==> src/rtl/adc_cfg_pkg.sv <==
package adc_cfg_pkg;

  typedef enum logic [1:0] {
    ST_IDLE = 2'd0,
    ST_RUN  = 2'd1,
    ST_WAIT = 2'd2
  } seq_state_e;

  typedef struct packed {
    logic [1:0] chan;
    logic       cont;
    logic [1:0] rate;
    logic [1:0] gain;
  } cfg_t;

  localparam logic [7:0] CFG_RESET = 8'h90;

  // Resolution in bits selected by a rate code.
  function automatic int res_bits(input logic [1:0] rate);
    return 12 + 2 * int'(rate);
  endfunction

endpackage

==> src/rtl/adc_cfg_regs.sv <==
module adc_cfg_regs
  import adc_cfg_pkg::*;
(
  input  logic       clk,
  input  logic       rst,
  input  logic       wr_i,
  input  logic [7:0] wdata_i,
  output cfg_t       cfg_o,
  output logic [1:0] gain_o
);

  cfg_t cfg_q;

  always_ff @(posedge clk) begin
    if (rst) begin
      cfg_q.chan <= CFG_RESET[6:5];
      cfg_q.cont <= CFG_RESET[4];
      cfg_q.rate <= CFG_RESET[3:2];
      cfg_q.gain <= CFG_RESET[1:0];
    end else if (wr_i) begin
      cfg_q.chan <= wdata_i[6:5];
      cfg_q.cont <= wdata_i[4];
      cfg_q.rate <= wdata_i[3:2];
      cfg_q.gain <= wdata_i[1:0];
    end
  end

  assign cfg_o  = cfg_q;
  assign gain_o = cfg_q.gain;

  AST_GAIN_FOLLOWS: assert property (@(posedge clk) disable iff (rst)
    wr_i |=> (gain_o == $past(wdata_i[1:0])));

endmodule

==> src/rtl/adc_conv_timer.sv <==
module adc_conv_timer #(
  parameter int BASE_TICKS = 4,
  parameter int CNT_W      = 9
) (
  input  logic       clk,
  input  logic       rst,
  input  logic       load_i,
  input  logic       stop_i,
  input  logic [1:0] rate_i,
  output logic       zero_o
);

  logic [CNT_W-1:0] cnt_q;
  logic             active_q;
  logic [CNT_W-1:0] period;

  // Base period scaled by 4 per rate step: 1, 4, 16, 64 units.
  always_comb begin
    period = CNT_W'(BASE_TICKS) << {rate_i, 1'b0};
  end

  always_ff @(posedge clk) begin
    if (rst) begin
      cnt_q    <= '0;
      active_q <= 1'b0;
    end else if (load_i) begin
      cnt_q    <= period - CNT_W'(1);
      active_q <= 1'b1;
    end else if (stop_i) begin
      active_q <= 1'b0;
    end else if (active_q) begin
      if (cnt_q == '0) active_q <= 1'b0;
      else             cnt_q    <= cnt_q - CNT_W'(1);
    end
  end

  assign zero_o = active_q && (cnt_q == '0);

endmodule

==> src/rtl/adc_conv_seq.sv <==
module adc_conv_seq
  import adc_cfg_pkg::*;
#(
  parameter int RES_W = 18
) (
  input  logic             clk,
  input  logic             rst,
  input  logic             wr_i,
  input  logic             wr_trig_i,
  input  logic             wr_cont_i,
  input  logic [1:0]       wr_rate_i,
  input  logic             rd_i,
  input  cfg_t             cfg_i,
  input  logic             tmr_zero_i,
  input  logic             conv_done_i,
  input  logic [RES_W-1:0] conv_data_i,
  output logic             tmr_load_o,
  output logic             tmr_stop_o,
  output logic [1:0]       tmr_rate_o,
  output logic             conv_start_o,
  output logic             standby_o,
  output logic             fresh_o,
  output logic [RES_W-1:0] result_o
);

  seq_state_e st_q;
  logic wr_start, idle_kick, latch, relaunch;

  function automatic logic [RES_W-1:0] sext(input logic [RES_W-1:0] d,
                                            input logic [1:0] r);
    int w;
    logic [RES_W-1:0] o;
    w = res_bits(r);
    if (w > RES_W) w = RES_W;
    for (int i = 0; i < RES_W; i++) o[i] = (i < w) ? d[i] : d[w-1];
    return o;
  endfunction

  always_comb begin
    wr_start   = wr_i && (wr_cont_i || wr_trig_i);
    idle_kick  = !wr_i && (st_q == ST_IDLE) && cfg_i.cont;
    latch      = !wr_i && (st_q == ST_WAIT) && conv_done_i;
    relaunch   = latch && cfg_i.cont;
    tmr_load_o = wr_start || idle_kick || relaunch;
    tmr_stop_o = wr_i && !wr_start;
    tmr_rate_o = wr_i ? wr_rate_i : cfg_i.rate;
  end

  always_ff @(posedge clk) begin
    if (rst) begin
      st_q <= ST_IDLE;
    end else if (wr_i) begin
      st_q <= wr_start ? ST_RUN : ST_IDLE;
    end else if (idle_kick) begin
      st_q <= ST_RUN;
    end else if ((st_q == ST_RUN) && tmr_zero_i) begin
      st_q <= ST_WAIT;
    end else if (latch) begin
      st_q <= cfg_i.cont ? ST_RUN : ST_IDLE;
    end
  end

  always_ff @(posedge clk) begin
    if (rst) begin
      conv_start_o <= 1'b0;
      standby_o    <= 1'b0;
      fresh_o      <= 1'b0;
      result_o     <= '0;
    end else begin
      conv_start_o <= tmr_load_o;
      if (latch && !cfg_i.cont) standby_o <= 1'b1;
      else if (wr_i || rd_i)    standby_o <= 1'b0;
      if (latch)     fresh_o <= 1'b1;
      else if (rd_i) fresh_o <= 1'b0;
      if (latch) result_o <= sext(conv_data_i, cfg_i.rate);
    end
  end

  AST_LATCH_MARKS_FRESH: assert property (@(posedge clk) disable iff (rst)
    ((st_q == ST_WAIT) && conv_done_i && !wr_i) |=> fresh_o);

  AST_READ_CLEARS_FRESH: assert property (@(posedge clk) disable iff (rst)
    (rd_i && !((st_q == ST_WAIT) && conv_done_i && !wr_i)) |=> !fresh_o);

  AST_TIMER_ONLY_IN_RUN: assert property (@(posedge clk) disable iff (rst)
    tmr_zero_i |-> (st_q == ST_RUN));

  AST_START_ENTERS_RUN: assert property (@(posedge clk) disable iff (rst)
    conv_start_o |-> (st_q == ST_RUN));

endmodule

==> src/rtl/adc_cfg_ctrl.sv <==
module adc_cfg_ctrl
  import adc_cfg_pkg::*;
#(
  parameter int BASE_TICKS = 4,
  parameter int RES_W      = 18
) (
  input  logic             clk,
  input  logic             rst,
  input  logic             host_wr,
  input  logic [7:0]       host_wdata,
  input  logic             host_rd,
  output logic [7:0]       cfg_rdata,
  output logic [RES_W-1:0] result_rdata,
  input  logic             conv_done,
  input  logic [RES_W-1:0] conv_data,
  output logic             conv_start,
  output logic [1:0]       gain_sel,
  output logic             standby
);

  localparam int MAX_PERIOD = BASE_TICKS * 64;
  localparam int CNT_W      = $clog2(MAX_PERIOD + 1);

  cfg_t       cfg;
  logic       tmr_load, tmr_stop, tmr_zero, fresh;
  logic [1:0] tmr_rate;

  adc_cfg_regs u_regs (
    .clk     (clk),
    .rst     (rst),
    .wr_i    (host_wr),
    .wdata_i (host_wdata),
    .cfg_o   (cfg),
    .gain_o  (gain_sel)
  );

  adc_conv_timer #(
    .BASE_TICKS (BASE_TICKS),
    .CNT_W      (CNT_W)
  ) u_timer (
    .clk    (clk),
    .rst    (rst),
    .load_i (tmr_load),
    .stop_i (tmr_stop),
    .rate_i (tmr_rate),
    .zero_o (tmr_zero)
  );

  adc_conv_seq #(
    .RES_W (RES_W)
  ) u_seq (
    .clk          (clk),
    .rst          (rst),
    .wr_i         (host_wr),
    .wr_trig_i    (host_wdata[7]),
    .wr_cont_i    (host_wdata[4]),
    .wr_rate_i    (host_wdata[3:2]),
    .rd_i         (host_rd),
    .cfg_i        (cfg),
    .tmr_zero_i   (tmr_zero),
    .conv_done_i  (conv_done),
    .conv_data_i  (conv_data),
    .tmr_load_o   (tmr_load),
    .tmr_stop_o   (tmr_stop),
    .tmr_rate_o   (tmr_rate),
    .conv_start_o (conv_start),
    .standby_o    (standby),
    .fresh_o      (fresh),
    .result_o     (result_rdata)
  );

  assign cfg_rdata = {~fresh, cfg.chan, cfg.cont, cfg.rate, cfg.gain};

  AST_STANDBY_ONESHOT_ONLY: assert property (@(posedge clk) disable iff (rst)
    standby |-> !cfg.cont);

endmodule

==> config.mk <==
export PLATFORM = sky130hd
export DESIGN_NAME = adc_cfg_ctrl
export DESIGN_NICKNAME = d
export VERILOG_FILES = /design/src/rtl/adc_cfg_pkg.sv /design/src/rtl/adc_cfg_regs.sv /design/src/rtl/adc_conv_timer.sv /design/src/rtl/adc_conv_seq.sv /design/src/rtl/adc_cfg_ctrl.sv
export SDC_FILE = /design/constraint.sdc
export NUM_CORES = 1
export LEC_CHECK = 0
export BUFFER_PORTS_ARGS = -buffer_cell sky130_fd_sc_hd__buf_2
export CAP_MARGIN = 20
export CORE_ASPECT_RATIO = 1.5
export CORE_MARGIN = 5
export CORE_UTILIZATION = 25
export CTS_CLUSTER_SIZE = 24
export DETAILED_ROUTE_END_ITERATION = 7
export PLACE_DENSITY_LB_ADDON = 0.2
export SLEW_MARGIN = 10
export SYNTH_ARGS = -nofsm -noshare
export SYNTH_HDL_FRONTEND = slang
export SYNTH_HIERARCHICAL = 1
export SYNTH_SLANG_ARGS = --single-unit
==> constraint.sdc <==
create_clock -name clk -period 4.4 [get_ports clk]
set_clock_uncertainty 0.15 [all_clocks]
set_input_delay 0.66 -clock clk [delete_from_list [all_inputs] [get_ports clk]]
set_output_delay 0.66 -clock clk [all_outputs]
set_load 0.005 [all_outputs]
== Word-level counts from Yosys, hierarchy flattened ==
Cells that the tools add are included.
Cells by class
  add/subtract/negate cells: 4
  magnitude comparators: 20
  eq/ne operators: 4
  shifts and indexed selects: 1
  muxes and demuxes: 43
  bitwise gates (word level): 1
  reduce and logical (&&, ||, !) cells: 24
Operators with widths (number)
  $lt A5 B32 Y1 const A: 8
  $lt A4 B32 Y1 const A: 4
  $mux W32: 3
  $lt A3 B32 Y1 const A: 2
  $lt A6 B32 Y1 const A: 2
  $mux W9: 4
  $gt A32 B6 Y1 const B: 1
  $lt A1 B32 Y1 const A: 1
  $lt A2 B32 Y1 const A: 1
  $lt A32 B7 Y1 const B: 1
  $sub A32 B2 Y32 const B: 1
  $mux W1: 30
  $sub A9 B1 Y9 const B: 2
  $logic_and A1 B1 Y1: 10
  $mux W2: 5
  $logic_not A9 Y1: 1
  $shl A3 B3 Y9 const A: 1
  $reduce_bool A2 Y1: 3
  $add A4 B3 Y5 const A: 1
  $bmux W1 S5: 1
  $logic_or A1 B1 Y1: 4
  $ne A2 B2 Y1 const B: 2
  $reduce_bool A4 Y1: 1
  $logic_not A1 Y1: 3
  other kinds (5): 5
Word-level totals
  register bits after elaboration: 40
  input bits: 31
  output and inout bits: 30
  word-level logic and storage cells: 108

== Depth between registers and ports, before layout ==
Gate-level depths: netlist (run 1).
  word-level depth: 10
  gate-level depth with buffers: 13
  gate-level depth less buffers: 10

== Modules after synthesis ==
The synthesis (run 1) kept the hierarchy.
By module, submodules not included
  adc_conv_seq: instances 1, cells each 140, area an instance 1174.9 um2, sequential area each 460.4 um2
  adc_conv_timer: instances 1, cells each 81, area an instance 703.2 um2, sequential area each 200.2 um2
  adc_cfg_regs: instances 1, cells each 24, area an instance 266.5 um2, sequential area each 140.1 um2
  adc_cfg_ctrl: instances 1, cells each 1, area an instance 3.8 um2, sequential area each 0.0 um2

== Worst setup path after synthesis (run 1) ==
OpenSTA, ideal clock, no wires.
  path kind: input port to flip-flop
  start: input host_wr
  end: register u_timer.cnt_q[4]
  setup time: 0.117 ns
  data arrival time: 2.983 ns
  data required time: 4.133 ns
  setup slack: 1.150 ns
  cell stages on the path: 12
  path buffers: 4
  cells stage by stage: clkbuf_1 > o21ai_0 > o21ai_0 > buf_2 > inv_1 > clkbuf_1 > nand2_1 > ha_1 > clkbuf_1 > and2b_2 > or4b_1 > a32o_1
Between the ends
  cells in the longest elaborated chain, start to end: 7
  elaborated cells on any way between the ends: 19
  those cells by class: add/sub: 1; eq/ne: 2; shift: 1; mux: 2; reduce/logical: 13
Ends and longest elaborated chain
  start, declared: line adc_cfg_ctrl.sv:9  | input logic host_wr,
  $logic_not A1 Y1: line adc_conv_seq.sv:41, adc_conv_seq.sv:42
  $logic_and A1 B1 Y1 (on tied branches) (2 in series): line adc_conv_seq.sv:41, adc_conv_seq.sv:42
  $logic_or A1 B1 Y1 / $logic_and A1 B1 Y1 (equally long branches): line adc_conv_seq.sv:44, adc_conv_seq.sv:43
  $logic_or A1 B1 Y1 (*): line adc_conv_seq.sv:44  | tmr_load_o = wr_start || idle_kick || relaunch;
  via tmr_load: line adc_cfg_ctrl.sv:25  | logic tmr_load, tmr_stop, tmr_zero, fresh;
  $ne A2 B2 Y1 (no source line) / $reduce_bool A2 Y1 (equally long branches)
  $reduce_and A3 Y1 (no source line)
  end signal, assigned: line adc_conv_timer.sv:27  | cnt_q <= period - CNT_W'(1);
  end signal, assigned: line adc_conv_timer.sv:33  | else cnt_q <= cnt_q - CNT_W'(1);
  end, declared: line adc_conv_timer.sv:13  | logic [CNT_W-1:0] cnt_q;
The timed path passes the listed nets; every way through them passes the cells marked *.
A chain may end at the register's enable or synchronous reset.

== Worst setup path in the final report (run 1) ==
Same ends and word-level chain as after synthesis.

==> reports/qor.txt, run 1 <==
CTS resizes -> 0
hold-critical path endpoint -> u_seq/result_o[16]
Initial Util -> 25.54%
vias in the first global route -> 1881
Clk pwr share -> 37.7%
Logic pwr share -> 19.4%
starting DRC count in detailed routing -> 61
setup TNS -> 0 ps
largest net degree at the start of global routing -> 47
gr usage total -> 11.05%
post-synthesis sequential area ratio -> 37.27%
fill count -> 922
top-area cell type share of the netlist area -> 37.27%
leading area contributor after synthesis -> dfxtp_1
Core ar. -> 8413 um^2
H-tree depth -> 2
Num CTS Buffers -> 5
Worst setup EP type -> flop
fin crit period -> 3043 ps
global route total overflow -> 0
top-level I/O count -> 61
CP Max Fanout -> 20
CTS Root Cell -> clkbuf_16
Tcrit/Tclk final -> 69.16%
post-cts hold buffer count -> 0
ANT cells -> 0
met2 wire length -> 2.852 mm
clk sink count -> 40
mapped cell area -> 2148 um^2
die area -> 10590 um^2
CP Launch Type -> input pin
Vias -> 1951
Switching Share -> 29.24%
fin area -> 2643 um^2
FF-to-FF Start -> u_seq/st_q[1]
setup violation total in the final timing report -> 0
fmax -> 0.3286 GHz
worst-margin pin slew -> 816.2 ps
Int Power -> 0.0006727 W
first-pass GRT wire length -> 9.342 mm
metal3 WL -> 356 um
mean area per synthesized cell -> 8.733 um^2
relative max-transition margin -> 45.59%
Gate Count Post-Synth -> 246
critical path type -> in2reg
Worst Hold Class -> reg2reg
outcome -> completed
final RePlAce weighted congestion -> 0.8089
commonest non-fill, non-tap cell in the layout -> buf_2
synth top area cells -> dfxtp_1 37%, nand2_1 5.6%, nor2_1 4.9%, mux2i_1 4.7%, a21oi_1 4.4%
highest routed layer -> met4
ys async rst share -> 0%
Leak Pwr -> 1.068 nW
layout overhead on the synthesized area -> 23.01%
reg2reg end -> u_timer/cnt_q[4]
TritonCTS clock tree -> done
maxcap violations -> 0
Fin. Hold Viols -> 0
worst skew pair latency -> 280 ps
EDFF count, synth -> 0
Reg2Reg Depth -> 10
most frequent cells in the layout -> 60 x buf_2, 40 x dfxtp_1, 32 x nand2_1
Vias/cell -> 4.770
Distinct cells, synth -> 52
die height -> 123.5 um
Clock Tree Buf Depth -> 2
die span in x -> 85.69 um
final setup margin -> 1357 ps
Flop pwr share -> 42.8%
layout cell share with drive strength beyond 1 -> 28.15%
Reg clk slew, reported paths -> 60 ps
P_sw -> 0.0002780 W
CP required -> 4420 ps
First-pass DRT Iterations -> 4
Synth Register Bits -> 40
# rows -> 41
worst hold path startpoint -> u_seq/result_o[16]
fin nets -> 338
RSZ-0062 raised after global routing -> false
DR WL/cell -> 13.86 um
HPWL after DPL -> 4.308 mm
DRT antenna net count -> 0
Buffers on Ports -> 60
Post-CTS Setup Bufs -> 0
Power Dens Cells -> 359.8 nW/um^2
peak supply drop -> 0.1756 mV
Worst R2R Setup Slack -> 1630 ps
Most used DFF post-synth -> dfxtp_1
YS warnings -> 6
Critical Path AT -> 3070 ps
area of placed instances -> 2499 um^2
Post-Place Setup Slack -> 1082 ps
WHS Path Cells -> 2
initial antenna violation count -> 0
net count after synthesis -> 283
DRC violations left -> 0
met1 wire length -> 2.352 mm
Final Max Tran Viols -> 0
detailed-route wire length -> 5.669 mm
worst max-delay path, stage by stage:
cell and delay [ps]:
buf_2 350, o21ai_0 140, o21ai_0 100, buf_4 210, inv_1 200, nand2_1 120, ha_1 340, and2b_2 220
or4b_1 450, a32o_1 260
worst max path at each step:
stage | startpoint | endpoint | slack, ps | cells after the start
6_report | host_wr | u_timer/cnt_q[4] | 1360 | 10
5_1_grt | host_wr | u_timer/cnt_q[4] | 1130 | 10
4_1_cts | host_wr | u_timer/cnt_q[4] | 1360 | 10
3_5_place_dp | host_wr | u_timer/cnt_q[4] | 1080 | 10
3_3_place_gp | host_wr | u_timer/cnt_q[4] | 1160 | 10
2_1_floorplan | host_wr | u_timer/cnt_q[4] | 1150 | 12
cell type report:
| cell class | instances | area, um^2 | area share, % |
|---|---|---|---|
| Multi-Input combinational cell | 186 | 1222 | 46.26 |
| Sequential cell | 40 | 800.8 | 30.30 |
| Timing Repair Buffer | 63 | 322.8 | 12.22 |
| Tap cell | 107 | 133.9 | 5.066 |
| Clock buffer | 5 | 125.1 | 4.735 |
| Clock inverter | 3 | 18.77 | 0.7102 |
| Inverter | 5 | 18.77 | 0.7102 |
metal layers:
metal	up-vias	global-route usage, %
li1	986	-
met1	902	12.82
met2	55	19.07
met3	8	2.933
met4	0	4.653
met5	-	0
sequential cells by signal (all words and copies together) (netlist names):
register and cells:
u_seq/standby_o 1, u_seq/fresh_o 1, u_regs/cfg_o 5, u_seq/st_q 2, u_timer/active_q 1, u_seq/conv_start_o 1, u_seq/result_o 18, u_timer/cnt_q 9
u_regs/gain_o 2
power groups by stage:
stage	Clock [W]	Sequential [W]	Combinational [W]
floorplan	0	0.000409	0.000139
global placement	0	0.000416	0.000186
detailed placement	0	0.000415	0.000186
CTS	0.000373	0.000407	0.000187
global route	0.000388	0.000410	0.000205
finish	0.000359	0.000407	0.000185
kinds of logic after synthesis:
kind of cell | count (synthesis) | synth area share (%)
and+or+nand+nor | 108 | 27.84
buffers and inverters | 20 | 6.116
adders and majority gates | 6 | 3.494
AOI/OAI and AO/OA | 58 | 18.99
DFF | 40 | 37.27
muxes | 10 | 4.659
xor gates and xnor gates | 4 | 1.631
cells in the mapped netlist, types with 4 or more instances:
cell      instances
a21oi_1          19
o21ai_0          12
mux2i_1          10
dfxtp_1          40
inv_1             5
o41ai_1           4
a211oi_1          5
nor2_1           28
nand2_1          32
ha_1              6
nand2b_1          7
nand3b_1          9
clkbuf_1          5
nand3_1           4
through the flow:
| stage | util [%] | hold slack (ps) | power (W) | instances |
|---|---|---|---|---|
| 2_1_floorplan | - | 298.7 | 0.0005473 | 246 |
| 3_3_place_gp | 29.70 | 289.2 | 0.0006020 | 401 |
| 3_5_place_dp | 29.70 | 293.3 | 0.0006012 | 401 |
| 4_1_cts | 31.41 | 303.9 | 0.0009669 | 409 |
| 5_1_grt | 31.41 | 325.3 | 0.001004 | 409 |
| 6_report | 31.41 | 297.3 | 0.0009507 | 409 |
No activity file was read; power rests on OpenSTA's default activity.
==> inputs of run 2 (changes only) <==
clock period = 2.6 ns   (was 4.4 ns; I/O delays follow)
==> run 2 against run 1 <==
Effect of this change:
- hold slack got worse by 100 ps
- combinational power increased by 80%
- die area is the same
- flip-flop and latch count stayed put
- clock-buffer cell count stayed put
- core utilization rose by 1.1 points
- via count up 3.5%
- sequential power rose by 69%
==> reports/qor.txt, run 2 (synthesis gave the netlist of run 1 again) <==
Min Hold Slack -> 195.4 ps
maxcap violations -> 0
HPWL after DPL -> 4.676 mm
Reg clk slew, reported paths -> 60 ps
Num CTS Buffers -> 5
CP required -> 2630 ps
die span in x -> 85.69 um
initial antenna violation count -> 1
relative max-transition margin -> 65.85%
Pwr Total -> 0.001727 W
Vias/cell -> 4.842
Clk pwr share -> 40.9%
First-pass DRT Iterations -> 4
top-level I/O count -> 61
DRT antenna net count -> 0
Flop pwr share -> 39.8%
TritonCTS clock tree -> done
Buffers on Ports -> 60
Worst R2R Setup Slack -> 340 ps
commonest non-fill, non-tap cell in the layout -> buf_2
Critical Path AT -> 2280 ps
Reg2Reg Depth -> 6
layout cell share with drive strength beyond 1 -> 30.65%
Tcrit/Tclk final -> 86.85%
Crit. Startpoint -> u_regs/cfg_o[2]
largest net degree at the start of global routing -> 22
setup TNS -> 0 ps
die height -> 123.5 um
Vias -> 2019
Int Power -> 0.001249 W
Core ar. -> 8413 um^2
Non-Filler Instances -> 417
Clock Tree Buf Depth -> 2
Switching Share -> 27.72%
worst-margin pin slew -> 506.9 ps
setup violation total in the final timing report -> 0
Power Dens Cells -> 632.4 nW/um^2
area of placed instances -> 2562 um^2
worst hold path startpoint -> conv_data[2]
fin crit period -> 2258 ps
dpl cells -> 409
critical path type -> reg2reg
reg2reg end -> u_seq/result_o[13]
final RePlAce weighted congestion -> 0.7954
first-pass GRT wire length -> 9.915 mm
DRC violations left -> 0
worst skew pair latency -> 280 ps
starting DRC count in detailed routing -> 56
Leak Pwr -> 1.114 nW
WHS Path Cells -> 3
P_sw -> 0.0004789 W
CTS Root Cell -> clkbuf_16
Initial Util -> 25.54%
peak supply drop -> 0.3600 mV
most flop-heavy register -> u_seq/result_o
CP Launch Type -> flop
Worst setup EP type -> flop
number of flip-flops in the largest register -> 18
# rows -> 41
RSZ-0062 raised after global routing -> false
most frequent cells in the layout -> 60 x buf_2, 39 x dfxtp_1, 32 x nand2_1
Worst Hold Class -> in2reg
fin nets -> 346
ANT cells -> 0
detailed-route wire length -> 5.968 mm
clk sink count -> 40
H-tree depth -> 2
Final Max Tran Viols -> 0
fmax -> 0.4428 GHz
outcome -> completed
CP Max Fanout -> 10
gr usage total -> 11.77%
hold-critical path endpoint -> u_seq/result_o[2]
vias in the first global route -> 2036
post-cts hold buffer count -> 0
fill count -> 909
layout overhead on the synthesized area -> 27.14%
Logic pwr share -> 19.3%
Fin. Hold Viols -> 0
DR WL/cell -> 14.31 um
die area -> 10590 um^2
global route total overflow -> 0
fin area -> 2731 um^2
FF-to-FF Start -> u_regs/cfg_o[2]
-- run 2: critical path, stage by stage, from the launching register on --
cell and delay, ps:
dfxtp_2 440, inv_1 130, ha_1 430, mux2i_1 170, a221oi_2 320, a21oi_1 160
o41ai_1 350
-- run 2: layout make-up --
| type | instances | area, um^2 | share of cell area [%] |
|---|---|---|---|
| clock inverter | 3 | 42.54 | 1.557 |
| timing repair buffer | 71 | 382.9 | 14.02 |
| sequential | 40 | 802.0 | 29.36 |
| tap | 107 | 133.9 | 4.901 |
| clock buffer | 5 | 125.1 | 4.581 |
| inverter | 5 | 18.77 | 0.6871 |
| multi-input combinational | 186 | 1226 | 44.89 |
-- run 2: routing by layer --
metal  track usage [%]  share of wire, %  vias to the layer above
li1                  -                 -                     1007
met1             12.54                39                      950
met2             22.18                53                       52
met3             3.333               6.4                        8
met4             3.564               1.3                        2
met5                 0              0.12                        -
-- run 2: what timing repair did --
item / in CTS / in global routing
setup buffers: 0 / 0
endpoints found under the setup margin: 0 / 3
gates resized for setup: 0 / 1
-- run 2: through the flow --
stage / util (%) / worst slack (ps)
after detailed placement: 30.46 / 171.1
after global routing: 32.47 / 99.42
after global placement: 30.46 / 221.8
after CTS: 32.45 / 140.7
after floorplan: - / 6.224
final: 32.47 / 341.9
-- run 2: how the worst max path moves through the flow --
stage,slack [ps],endpoint,cells after the start
after floorplan,6,u_timer/cnt_q[4],12
after global placement,220,u_seq/result_o[13],6
after detailed placement,170,u_seq/result_o[13],6
after CTS,140,u_seq/result_o[13],6
after global routing,100,u_seq/result_o[13],6
final,340,u_seq/result_o[13],6
-- run 2: power groups by stage --
| stage | sequential, W | combinational [W] | clock, W |
|---|---|---|---|
| 2_1_floorplan | 0.000691 | 0.000247 | 0 |
| 6_report | 0.000688 | 0.000333 | 0.000706 |
| 5_1_grt | 0.000693 | 0.000371 | 0.000757 |
| 3_5_place_dp | 0.000700 | 0.000335 | 0 |
| 4_1_cts | 0.000687 | 0.000337 | 0.000743 |
| 3_3_place_gp | 0.000700 | 0.000335 | 0 |
==> inputs of run 3 (changes only) <==
GPL_TIMING_DRIVEN = 0   (was default)
==> run 3 against run 2 <==
Effect of this change:
- cell count rose by 2.4%
- design area increased by 5.4%
- sequential share of layout area decreased by 1.5 points
- register-to-register slack worse by 260 ps
- maximum frequency shrank 10%
- core utilization increased by 1.8 points
- die area unchanged
- flip-flop and latch count unchanged
- global-route usage hardly changed
- first-iteration DRC count increased by 13%
- combinational power up 9.0%
- largest power group unchanged
==> reports/qor.txt, run 3 (synthesis gave the netlist of run 1 again) <==
outcome -> completed
CP endpoint -> u_timer/cnt_q[4]
layout cell share with drive strength beyond 1 -> 32.81%
die area -> 10590 um^2
detailed-route wire length -> 6.166 mm
Final Max Tran Viols -> 0
worst skew pair latency -> 280 ps
register area -> 803.3 um^2
Reg2Reg Depth -> 12
Leak Pwr -> 1.194 nW
dpl cells -> 413
Fin. Hold Viols -> 0
peak supply drop -> 0.2906 mV
Reg clk slew, reported paths -> 60 ps
CP Launch Type -> flop
final setup margin -> 86.19 ps
CP required -> 2620 ps
Post-Place Setup Slack -> -363.2 ps
initial antenna violation count -> 0
CTS Root Cell -> clkbuf_16
Initial Util -> 25.54%
First-pass DRT Iterations -> 4
setup TNS -> 0 ps
Vias -> 2042
HPWL after DPL -> 4.797 mm
TritonCTS clock tree -> done
# rows -> 41
Core ar. -> 8413 um^2
Worst Hold Class -> in2reg
maxcap violations -> 0
fin crit period -> 2514 ps
vias in the first global route -> 1983
fill count -> 911
Crit. Startpoint -> u_seq/st_q[1]
DR WL/cell -> 14.44 um
setup violation total in the final timing report -> 0
fmax -> 0.3978 GHz
fin nets -> 356
RSZ-0062 raised after global routing -> true
Non-Filler Instances -> 427
CP Max Fanout -> 10
DRC violations left -> 0
commonest non-fill, non-tap cell in the layout -> buf_2
global route total overflow -> 0
starting DRC count in detailed routing -> 63
Min Hold Slack -> 193.1 ps
most flop-heavy register -> u_seq/result_o
die height -> 123.5 um
number of flip-flops in the largest register -> 18
Critical Path AT -> 2540 ps
Tcrit/Tclk final -> 96.68%
Vias/cell -> 4.782
clk sink count -> 40
Clock Tree Buf Depth -> 2
most frequent cells in the layout -> 62 x buf_2, 38 x dfxtp_1, 32 x nand2_1
H-tree depth -> 2
first-pass GRT wire length -> 9.860 mm
die span in x -> 85.69 um
post-cts hold buffer count -> 0
top-level I/O count -> 61
gr usage total -> 11.75%
Worst setup EP type -> flop
final RePlAce weighted congestion -> 0.8003
Num CTS Buffers -> 5
worst-margin pin slew -> 571.8 ps
FF-to-FF Start -> u_seq/st_q[1]
ANT cells -> 0
DRT antenna net count -> 0
Buffers on Ports -> 60
multi-input logic area -> 1222 um^2
Worst R2R Setup Slack -> 90 ps
largest net degree at the start of global routing -> 14
relative max-transition margin -> 61.48%
reg2reg end -> u_timer/cnt_q[4]
Power Dens Cells -> 676.3 nW/um^2
layout overhead on the synthesized area -> 34.01%
critical path type -> reg2reg
==> run 3: changes by cell type in the layout (fill, tap and decap cells not counted), moves of 2 or more <==
cell,previous run,this run
buf_4,11,8
clkbuf_8,0,2
buf_6,0,4
clkbuf_1,0,2
buf_2,60,62
buf_8,0,2
bufinv_16,1,3
==> run 3: routing by layer <==
metal  GRT usage [%]  vias up  wire length [um]
li1                -     1022                 -
met1           13.09      965              2545
met2           22.03       49              3228
met3           2.333        6               313
met4           3.861        0                78
met5               0        -                 0
==> run 3: worst min path at each step <==
| stage | cells after the start | from | slack, ps | to |
|---|---|---|---|---|
| after floorplan | 2 | u_seq/result_o[16] | 300 | u_seq/result_o[16] |
| after global placement | 2 | u_seq/result_o[17] | 290 | u_seq/result_o[17] |
| after detailed placement | 2 | u_seq/result_o[17] | 290 | u_seq/result_o[17] |
| after CTS | 3 | conv_data[4] | 190 | u_seq/result_o[4] |
| after global routing | 3 | conv_data[4] | 210 | u_seq/result_o[4] |
| final | 3 | host_wdata[5] | 190 | u_regs/cfg_o[5] |
==> run 3: stage by stage <==
stage | utilization [%] | power, W | cell area [um^2]
final | 34.22 | 0.001947 | 2879
after global routing | 34.22 | 0.002032 | 2879
after CTS | 33.80 | 0.001961 | 2844
after detailed placement | 31.07 | 0.001043 | 2614
after global placement | 31.07 | 0.001040 | 2614
after floorplan | - | 0.0009386 | 2180
==> run 3: what timing repair did <==
action,in CTS,in global routing
pin swaps,1,1
hold endpoints to repair,0,0
setup endpoints to repair,1,3
gates cloned,0,0
resized for setup,0,6
setup buffers,2,3
==> run 3: area by class of cell <==
cell class                      instances  area share [%]
Buffer                                 15           4.954
Clock inverter                          3           3.129
Inverter                                5          0.6519
Multi-Input combinational cell        186           42.46
Timing Repair Buffer                   66           11.91
Clock buffer                            5           4.346
Tap cell                              107           4.650
Sequential cell                        40           27.90
==> run 3: critical path: stages (launching register included) <==
cell and delay (ps):
dfxtp_2 340, nand2b_1 90, nand3b_1 120, o21ai_2 200, buf_6 130, inv_2 40, buf_8 130, nand2_1 70
ha_2 180, buf_8 110, and2b_2 160, or4b_1 440, a32o_1 250
==> run 3: power by group <==
group          internal, W  switching, W  leakage [nW]
clock network     0.000647      0.000250         0.104
registers         0.000645     0.0000424         0.327
logic             0.000176      0.000187         0.763
